**src/rtl/ecc_log_pkg.sv**
```systemverilog
package ecc_log_pkg;

  localparam logic [7:0] OFS_ADDR   = 8'h00;
  localparam logic [7:0] OFS_SYN    = 8'h04;
  localparam logic [7:0] OFS_CHAN   = 8'h05;
  localparam logic [7:0] OFS_STATUS = 8'h08;
  localparam logic [7:0] OFS_CMD    = 8'h0A;

  localparam int STS_CE_BIT = 0;
  localparam int STS_UE_BIT = 7;
  localparam int CMD_CE_BIT = 7;
  localparam int CMD_UE_BIT = 8;

  localparam int BLK_LSB = 12;

  function automatic logic [15:0] pack_status(input logic ce, input logic ue);
    logic [15:0] w;
    w = '0;
    w[STS_CE_BIT] = ce;
    w[STS_UE_BIT] = ue;
    return w;
  endfunction

  function automatic logic [15:0] pack_cmd(input logic en_ce, input logic en_ue);
    logic [15:0] w;
    w = '0;
    w[CMD_CE_BIT] = en_ce;
    w[CMD_UE_BIT] = en_ue;
    return w;
  endfunction

  // A sticky flag after one cycle: a new event always beats a clear.
  function automatic logic next_flag(input logic cur, input logic clr, input logic set);
    return (cur & ~clr) | set;
  endfunction

endpackage

```
**src/rtl/ecc_log_capture.sv**
```systemverilog
module ecc_log_capture
  import ecc_log_pkg::*;
#(
  parameter int ADDR_W = 32,
  parameter int SYN_W  = 8,
  localparam int BLK_W = ADDR_W - BLK_LSB
) (
  input  logic              clk,
  input  logic              rst_n,
  input  logic              ce_pulse,
  input  logic              ue_pulse,
  input  logic [ADDR_W-1:0] err_addr,
  input  logic [SYN_W-1:0]  err_syn,
  input  logic              err_chan,
  input  logic              clr_ce,
  input  logic              clr_ue,
  output logic              ce_sts_q,
  output logic              ue_sts_q,
  output logic              ce_new,
  output logic              ue_new,
  output logic [BLK_W-1:0]  blk_q,
  output logic [SYN_W-1:0]  syn_q,
  output logic              chan_q
);

  logic take_ue;
  logic take_ce;
  logic load_details;
  logic [BLK_LSB-1:0] unused_low_addr;

  assign unused_low_addr = err_addr[BLK_LSB-1:0];

  assign ce_new = ce_pulse & ~ce_sts_q;
  assign ue_new = ue_pulse & ~ue_sts_q;

  // Uncorrectable takes over unless one is already held; correctable only fills an empty log.
  assign take_ue      = ue_new;
  assign take_ce      = ce_pulse & ~ue_pulse & ~ce_sts_q & ~ue_sts_q;
  assign load_details = take_ue | take_ce;

  always_ff @(posedge clk) begin
    if (!rst_n) begin
      ce_sts_q <= 1'b0;
      ue_sts_q <= 1'b0;
    end else begin
      ce_sts_q <= next_flag(ce_sts_q, clr_ce, ce_pulse);
      ue_sts_q <= next_flag(ue_sts_q, clr_ue, ue_pulse);
    end
  end

  always_ff @(posedge clk) begin
    if (!rst_n) begin
      blk_q  <= '0;
      syn_q  <= '0;
      chan_q <= 1'b0;
    end else if (load_details) begin
      blk_q  <= err_addr[ADDR_W-1:BLK_LSB];
      syn_q  <= err_syn;
      chan_q <= err_chan;
    end
  end


  ce_hold_chk: assert property (@(posedge clk) disable iff (!rst_n)
    (ce_pulse && !ue_pulse && (ce_sts_q || ue_sts_q)) |=> ($stable(blk_q) && $stable(syn_q) && $stable(chan_q)));


  ue_take_chk: assert property (@(posedge clk) disable iff (!rst_n)
    (ue_pulse && !ue_sts_q) |=> (syn_q == $past(err_syn) && chan_q == $past(err_chan)));


  ue_keep_chk: assert property (@(posedge clk) disable iff (!rst_n)
    (ue_pulse && ue_sts_q) |=> $stable(syn_q));


  ue_set_wins_chk: assert property (@(posedge clk) disable iff (!rst_n)
    ue_pulse |=> ue_sts_q);


  ce_set_wins_chk: assert property (@(posedge clk) disable iff (!rst_n)
    ce_pulse |=> ce_sts_q);


  ce_clear_chk: assert property (@(posedge clk) disable iff (!rst_n)
    (clr_ce && !ce_pulse) |=> !ce_sts_q);


  ue_clear_chk: assert property (@(posedge clk) disable iff (!rst_n)
    (clr_ue && !ue_pulse) |=> !ue_sts_q);

endmodule

```
**src/rtl/ecc_log_regif.sv**
```systemverilog
module ecc_log_regif
  import ecc_log_pkg::*;
#(
  parameter int ADDR_W = 32,
  parameter int SYN_W  = 8,
  localparam int BLK_W = ADDR_W - BLK_LSB
) (
  input  logic             clk,
  input  logic             rst_n,
  input  logic             reg_en,
  input  logic             reg_we,
  input  logic [7:0]       reg_addr,
  input  logic [31:0]      reg_wdata,
  output logic [31:0]      reg_rdata,
  input  logic             ce_sts,
  input  logic             ue_sts,
  input  logic [BLK_W-1:0] blk,
  input  logic [SYN_W-1:0] syn,
  input  logic             chan,
  output logic             clr_ce,
  output logic             clr_ue,
  output logic             en_ce,
  output logic             en_ue
);

  logic        wr_status;
  logic        wr_cmd;
  logic        rd_req;
  logic [31:0] addr_word;
  logic [31:0] syn_word;
  logic [31:0] rd_mux;
  logic [31:0] rdata_q;
  logic [22:0] unused_wdata;

  assign unused_wdata = {reg_wdata[31:9], reg_wdata[6:1]};

  assign wr_status = reg_en & reg_we & (reg_addr == OFS_STATUS);
  assign wr_cmd    = reg_en & reg_we & (reg_addr == OFS_CMD);
  assign rd_req    = reg_en & ~reg_we;

  assign clr_ce = wr_status & reg_wdata[STS_CE_BIT];
  assign clr_ue = wr_status & reg_wdata[STS_UE_BIT];

  generate
    if (ADDR_W < 32) begin : g_addr_pad
      assign addr_word = {{(32-ADDR_W){1'b0}}, blk, {BLK_LSB{1'b0}}};
    end else begin : g_addr_full
      assign addr_word = {blk, {BLK_LSB{1'b0}}};
    end
    if (SYN_W < 32) begin : g_syn_pad
      assign syn_word = {{(32-SYN_W){1'b0}}, syn};
    end else begin : g_syn_full
      assign syn_word = syn[31:0];
    end
  endgenerate

  always_ff @(posedge clk) begin
    if (!rst_n) begin
      en_ce <= 1'b0;
      en_ue <= 1'b0;
    end else if (wr_cmd) begin
      en_ce <= reg_wdata[CMD_CE_BIT];
      en_ue <= reg_wdata[CMD_UE_BIT];
    end
  end

  always_comb begin
    unique case (reg_addr)
      OFS_ADDR:   rd_mux = addr_word;
      OFS_SYN:    rd_mux = syn_word;
      OFS_CHAN:   rd_mux = {31'd0, chan};
      OFS_STATUS: rd_mux = {16'd0, pack_status(ce_sts, ue_sts)};
      OFS_CMD:    rd_mux = {16'd0, pack_cmd(en_ce, en_ue)};
      default:    rd_mux = '0;
    endcase
  end

  always_ff @(posedge clk) begin
    if (!rst_n) rdata_q <= '0;
    else if (rd_req) rdata_q <= rd_mux;
  end

  assign reg_rdata = rdata_q;


  cmd_load_chk: assert property (@(posedge clk) disable iff (!rst_n)
    wr_cmd |=> (en_ue == $past(reg_wdata[CMD_UE_BIT])));


  rd_latency_chk: assert property (@(posedge clk) disable iff (!rst_n)
    (rd_req && reg_addr == OFS_CHAN) |=> (reg_rdata[31:1] == 31'd0));

endmodule

```
**src/rtl/ecc_log_alert.sv**
```systemverilog
module ecc_log_alert (
  input  logic clk,
  input  logic rst_n,
  input  logic ce_new,
  input  logic ue_new,
  input  logic en_ce,
  input  logic en_ue,
  output logic serr_o
);

  logic fire;

  assign fire = (ce_new & en_ce) | (ue_new & en_ue);

  always_ff @(posedge clk) begin
    if (!rst_n) serr_o <= 1'b0;
    else        serr_o <= fire;
  end

endmodule

```
**src/rtl/ecc_err_logger.sv**
```systemverilog
module ecc_err_logger
  import ecc_log_pkg::*;
#(
  parameter int ADDR_W = 32,
  parameter int SYN_W  = 8
) (
  input  logic              clk,
  input  logic              rst_n,
  input  logic              ce_pulse,
  input  logic              ue_pulse,
  input  logic [ADDR_W-1:0] err_addr,
  input  logic [SYN_W-1:0]  err_syn,
  input  logic              err_chan,
  input  logic              reg_en,
  input  logic              reg_we,
  input  logic [7:0]        reg_addr,
  input  logic [31:0]       reg_wdata,
  output logic [31:0]       reg_rdata,
  output logic              serr_o
);

  localparam int BLK_W = ADDR_W - BLK_LSB;

  logic             ce_sts;
  logic             ue_sts;
  logic             ce_new;
  logic             ue_new;
  logic [BLK_W-1:0] blk;
  logic [SYN_W-1:0] syn;
  logic             chan;
  logic             clr_ce;
  logic             clr_ue;
  logic             en_ce;
  logic             en_ue;

  ecc_log_capture #(.ADDR_W(ADDR_W), .SYN_W(SYN_W)) u_capture (
    .clk      (clk),
    .rst_n    (rst_n),
    .ce_pulse (ce_pulse),
    .ue_pulse (ue_pulse),
    .err_addr (err_addr),
    .err_syn  (err_syn),
    .err_chan (err_chan),
    .clr_ce   (clr_ce),
    .clr_ue   (clr_ue),
    .ce_sts_q (ce_sts),
    .ue_sts_q (ue_sts),
    .ce_new   (ce_new),
    .ue_new   (ue_new),
    .blk_q    (blk),
    .syn_q    (syn),
    .chan_q   (chan)
  );

  ecc_log_regif #(.ADDR_W(ADDR_W), .SYN_W(SYN_W)) u_regif (
    .clk       (clk),
    .rst_n     (rst_n),
    .reg_en    (reg_en),
    .reg_we    (reg_we),
    .reg_addr  (reg_addr),
    .reg_wdata (reg_wdata),
    .reg_rdata (reg_rdata),
    .ce_sts    (ce_sts),
    .ue_sts    (ue_sts),
    .blk       (blk),
    .syn       (syn),
    .chan      (chan),
    .clr_ce    (clr_ce),
    .clr_ue    (clr_ue),
    .en_ce     (en_ce),
    .en_ue     (en_ue)
  );

  ecc_log_alert u_alert (
    .clk    (clk),
    .rst_n  (rst_n),
    .ce_new (ce_new),
    .ue_new (ue_new),
    .en_ce  (en_ce),
    .en_ue  (en_ue),
    .serr_o (serr_o)
  );


  serr_cause_chk: assert property (@(posedge clk) disable iff (!rst_n)
    serr_o |-> $past(ce_pulse || ue_pulse));


  dual_hit_chk: assert property (@(posedge clk) disable iff (!rst_n)
    (ce_pulse && ue_pulse) |=> (ce_sts && ue_sts));

endmodule

```
**config.mk**
```make
export PLATFORM = sky130hd
export DESIGN_NAME = ecc_err_logger
export DESIGN_NICKNAME = d
export VERILOG_FILES = /design/src/rtl/ecc_log_pkg.sv /design/src/rtl/ecc_log_capture.sv /design/src/rtl/ecc_log_regif.sv /design/src/rtl/ecc_log_alert.sv /design/src/rtl/ecc_err_logger.sv
export SDC_FILE = /design/constraint.sdc
export NUM_CORES = 1
export LEC_CHECK = 0
export BUFFER_PORTS_ARGS = -buffer_cell sky130_fd_sc_hd__buf_2
export CORE_MARGIN = 5
export CORE_UTILIZATION = 41
export DETAILED_ROUTE_END_ITERATION = 8
export HOLD_SLACK_MARGIN = 0.05
export PLACE_DENSITY = 0.75
export SETUP_SLACK_MARGIN = 0.05
export SLEW_MARGIN = 15
export SYNTH_ARGS = -nofsm -noshare
export SYNTH_HDL_FRONTEND = slang
export SYNTH_SLANG_ARGS = --single-unit
```
**constraint.sdc**
```tcl
create_clock -name clk -period 2 [get_ports clk]
set_input_delay 0.6 -clock clk [delete_from_list [all_inputs] [get_ports clk]]
set_output_delay 0.6 -clock clk [all_outputs]
set_load 0.1 [all_outputs]
```
# == Yosys cells after proc, flatten, opt, wreduce, memory -nomap -nowiden ==
# Cells that the tools add are included.
# totals
ff_bits,66
in_bits,87
output_inout_bits,33
elab_cells,40
# classes
eq_ne,4
muxes,1
bitwise,25
reduce_logical,1
# op_table
op,count
$pmux W32 S5,1
$eq A8 B3 Y1 const B,2
$eq A8 B4 Y1 const B,2
$and A1 B1 Y1,15
$logic_not A8 Y1,1
$not A1 Y1,6
$or A1 B1 Y1,4

# == Logic depth before layout (Yosys ltp) ==
# depth
ltp_word,6
mapped_depth,6
depth_no_buf,4

# == Hierarchy ==
# From an unflattened synthesis, not the netlist that was laid out.
# unflattened
cells_unflattened,278
area_unflattened_um2,2795.2
# by_module_without_submodules
module,n_inst,cells_per_inst,area_per_inst_um2,seq_area_each_um2
ecc_log_regif,1,139,1517.7,620.6
ecc_log_capture,1,136,1243.7,620.6
ecc_log_alert,1,3,33.8,20.0

# == Worst setup path after synthesis ==
# OpenSTA, ideal clock, no wires.
# synth_path
path_kind,input to register
start,in reg_addr[7]
end,reg u_regif.en_ce
setup_ns,0.116
t_arrival_ns,1.994
required_ns,1.884
slack_ns,-0.110
path_stages,5
path_buffers,1
cell_sequence,or4_4 buf_6 or4b_4 mux2i_1 nor2b_1
# synth_between
elab_chain_cells,2
# synth_lines
item,line_no,source
from (decl),ecc_err_logger.sv:16,"input logic [7:0] reg_addr,"
$eq A8 B4 Y1,ecc_log_regif.sv:38,assign wr_cmd = reg_en & reg_we & (reg_addr == OFS_CMD);
$and A1 B1 Y1,ecc_log_regif.sv:38,
to (signal assigned),ecc_log_regif.sv:62,en_ce <= reg_wdata[CMD_CE_BIT];
to (decl),ecc_log_regif.sv:22,"output logic en_ce,"
# Every way passes these cells.
# A chain may end at the register's enable or synchronous reset.

# == Worst setup path after layout ==
# Ends and elaborated chain as after synthesis.

==> results.yml <==
clock_network:
  htreeDepth: 3
  cts-resized-gates: 0
  cts_sinks: 63
  cts.path.max_buffers: 2
  root_buffer: "clkbuf_8"
  cts.clk_slew.worst_paths_ns: 0.06
  cts_tree: "done"
  cts_hold_buf: 0
  postCtsSetupBuffers: 0
  cts_buffers: 9
  clock_latency_ns: 0.33
synth:
  ys_seq_area_share_pct: 51.17
  yosys.area.top_type: "dfxtp_1"
  synth.top_cell.area_share_pct: 51.17
  synthCells: 266
  yosysUniqueCellTypes: 34
  ys_top_cells_by_area: "dfxtp_1, nand2_1, a21boi_0, nor2b_1, a22oi_1"
  ys_ff_latch: 63
  syn-cell-area_um2: 2465
  yosysWarnings: 0
  avgSynthCellArea_um2: 9.266
detailed_routing:
  remaining_drc_errors: 0
  via_per_inst: 4.913
  wire_per_inst_um: 13.30
  firstDrtPassIters: 4
  drtIter0Drc: 87
  wl_um: 5641
  ant_nets: 0
  routed-via-count: 2083
floorplanning:
  core.rowCount: 28
  start_util_pct: 41.88
  die_w_um: 87.54
  core-area_um2: 5886
  fp.dieH_um: 87.54
  dieArea_um2: 7662
  io_pins: 120
sta:
  drv_slew: 0
  finalCritPeriodShare_pct: 91.36
  worst_slack_ns: 0.1728
  fmax_mhz: 547.3
  grt_setup_unrepaired: "no"
  setup_viol: 0
  fin_tns_setup_ns: 0
  hold_viol: 0
  skew_ns: 0.006594
  layout_min_cycle_time_ns: 1.827
  tightest_slew_ns: 0.5119
  relSlewSlack_pct: 66.11
layout:
  drive_above_1_share_pct: 31.52
  antenna_cells: 0
  area_delta_synth_final_pct: 28.98
  filler_cell_count: 562
  layout.nets: 431
worst_setup_path:
  cp_data_arrival_time_ns: 2.05
  crit_path_cell_trace: "buf_2, or4_4, or4b_4, mux2i_1, nor2b_1"
  cp_num_buf_inv: 1
  crit_family: "simple AND/OR/NAND/NOR gates"
  slowest_delay_ns: 0.59
  worst_ep_required_time_ns: 2.22
  cp_max_fo: 7
  critPathSlowestCell: "or4_4"
  critPathLaunchType: "input port"
  end_kind: "register"
  path_class: "in2reg"
power_and_ir_drop:
  ir_drop_v: 0.0004854
  power.density_nw_per_um2: 877.9
  leakagePower_nw: 1.364
  power_mw: 2.791
global_routing:
  grt_first_pass_wirelength_um: 9177
  grt_start_max_net_pins: 24
  first_global_vias: 2057
  grt.total_usage_pct: 15.50
  grt_overflow: 0
  antenna_found_initial: 0
placement:
  portBuffers: 75
  place_congestion: 0.7725
  post-place-ws_ns: -0.1760
  dpl.hpwl_um: 4018
run_status:
  status: "finished, final reports clean"
worst_hold_path:
  worstHoldPathType: "reg2reg"
flow_run:
  drv_cap: 0
==> synth_stat cells <==
cell type	count
and4bb_2	1
nor4bb_1	1
or4_4	1
buf_4	3
nand2_1	60
nor2b_1	26
nand3_1	1
nor3_1	2
a22o_1	6
conb_1	1
and3_1	1
dfxtp_1	63
a21boi_0	29
buf_6	1
nor4b_2	1
nand2b_1	2
nor4_2	1
a32oi_1	2
nor2_1	1
buf_2	3
a22oi_1	21
and2_1	3
mux2_2	1
a31oi_1	2
buf_1	1
o21a_1	3
clkbuf_1	15
nor4_1	1
a21oi_1	3
o21ai_0	3
or2_2	1
mux2i_1	3
inv_1	2
or4b_4	1
==> worst paths after layout <==
| check | startpoint | end | slack [ns] | cells past startpoint |
|---|---|---|---|---|
| max | reg_addr[7] | u_regif.en_ce | 0.17 | 5 |
| min reg2reg | u_capture.blk_q[4] | u_capture.blk_q[4] | 0.46 | 2 |
| max reg2reg | u_capture.ce_sts_q | u_capture.blk_q[16] | 0.65 | 5 |
| min | u_capture.blk_q[4] | u_capture.blk_q[4] | 0.46 | 2 |
==> flip-flops by register name, summed over array words and instances, names as in the netlist <==
register	cells
u_regif.reg_rdata	29
u_regif.en_ce	1
u_capture.ue_sts_q	1
u_alert.serr_o	1
u_capture.blk_q	20
u_capture.syn_q	8
u_capture.chan_q	1
u_capture.ce_sts_q	1
u_regif.en_ue	1
==> cells by family after synthesis <==
kind of cell           synth area share, %
multiplexers                         1.675
buffers and inverters                4.720
flip-flops                           51.17
other                               0.1521
AO/OA/AOI/OAI                        20.71
AND/OR/NAND/NOR                      21.57
==> layout make-up <==
cell class / count / area [um^2] / area share [%]
clock buffers: 13 / 158.9 / 4.998
inverters: 2 / 7.507 / 0.2361
multi-input cells: 180 / 1107 / 34.83
clock inverters: 3 / 65.06 / 2.046
well taps: 75 / 93.84 / 2.952
repair buffers: 88 / 485.5 / 15.27
flip-flops and latches: 63 / 1261 / 39.67
==> power by group <==
group          internal, mW  switching (mW)
Clock                 0.769           0.467
Sequential             1.30          0.0206
Combinational        0.0970           0.140
==> placed cells by master, fill, tap and decap left out, drive strengths merged, types with 3 or more instances in the layout <==
cell,Yosys,layout
dfxtp,63,63
a22oi,21,21
o21ai,3,3
clkbuf,15,13
nor2b,26,26
and2,3,3
buf,8,88
o21a,3,3
a21oi,3,3
nand2,60,60
conb,1,3
mux2i,3,3
a22o,6,6
a21boi,29,29
==> per-stage QoR <==
step	utilization, %	hold WS (ns)	std cells	area [um^2]
floorplan	-	0.4392	268	2477
global placement	50.21	0.4486	408	2955
detailed placement	50.21	0.4559	408	2955
CTS	54.02	0.4646	424	3179
global route	54.02	0.4785	424	3179
finish	54.02	0.4608	424	3179
==> tightest hold or removal path, stage by stage, from the launching register on <==
cell	delay (ns)
dfxtp_1	0.31
nand2_1	0.04
a21boi_0	0.06
==> per-layer routing <==
metal,track usage [%],vias to the layer above,routed length (um)
li1,-,1060,-
met3,4.986,7,437
met4,7.531,0,79
met1,18.29,953,2496
met5,0,-,0
met2,25.41,63,2628
Power figures use the tool's default switching activity.
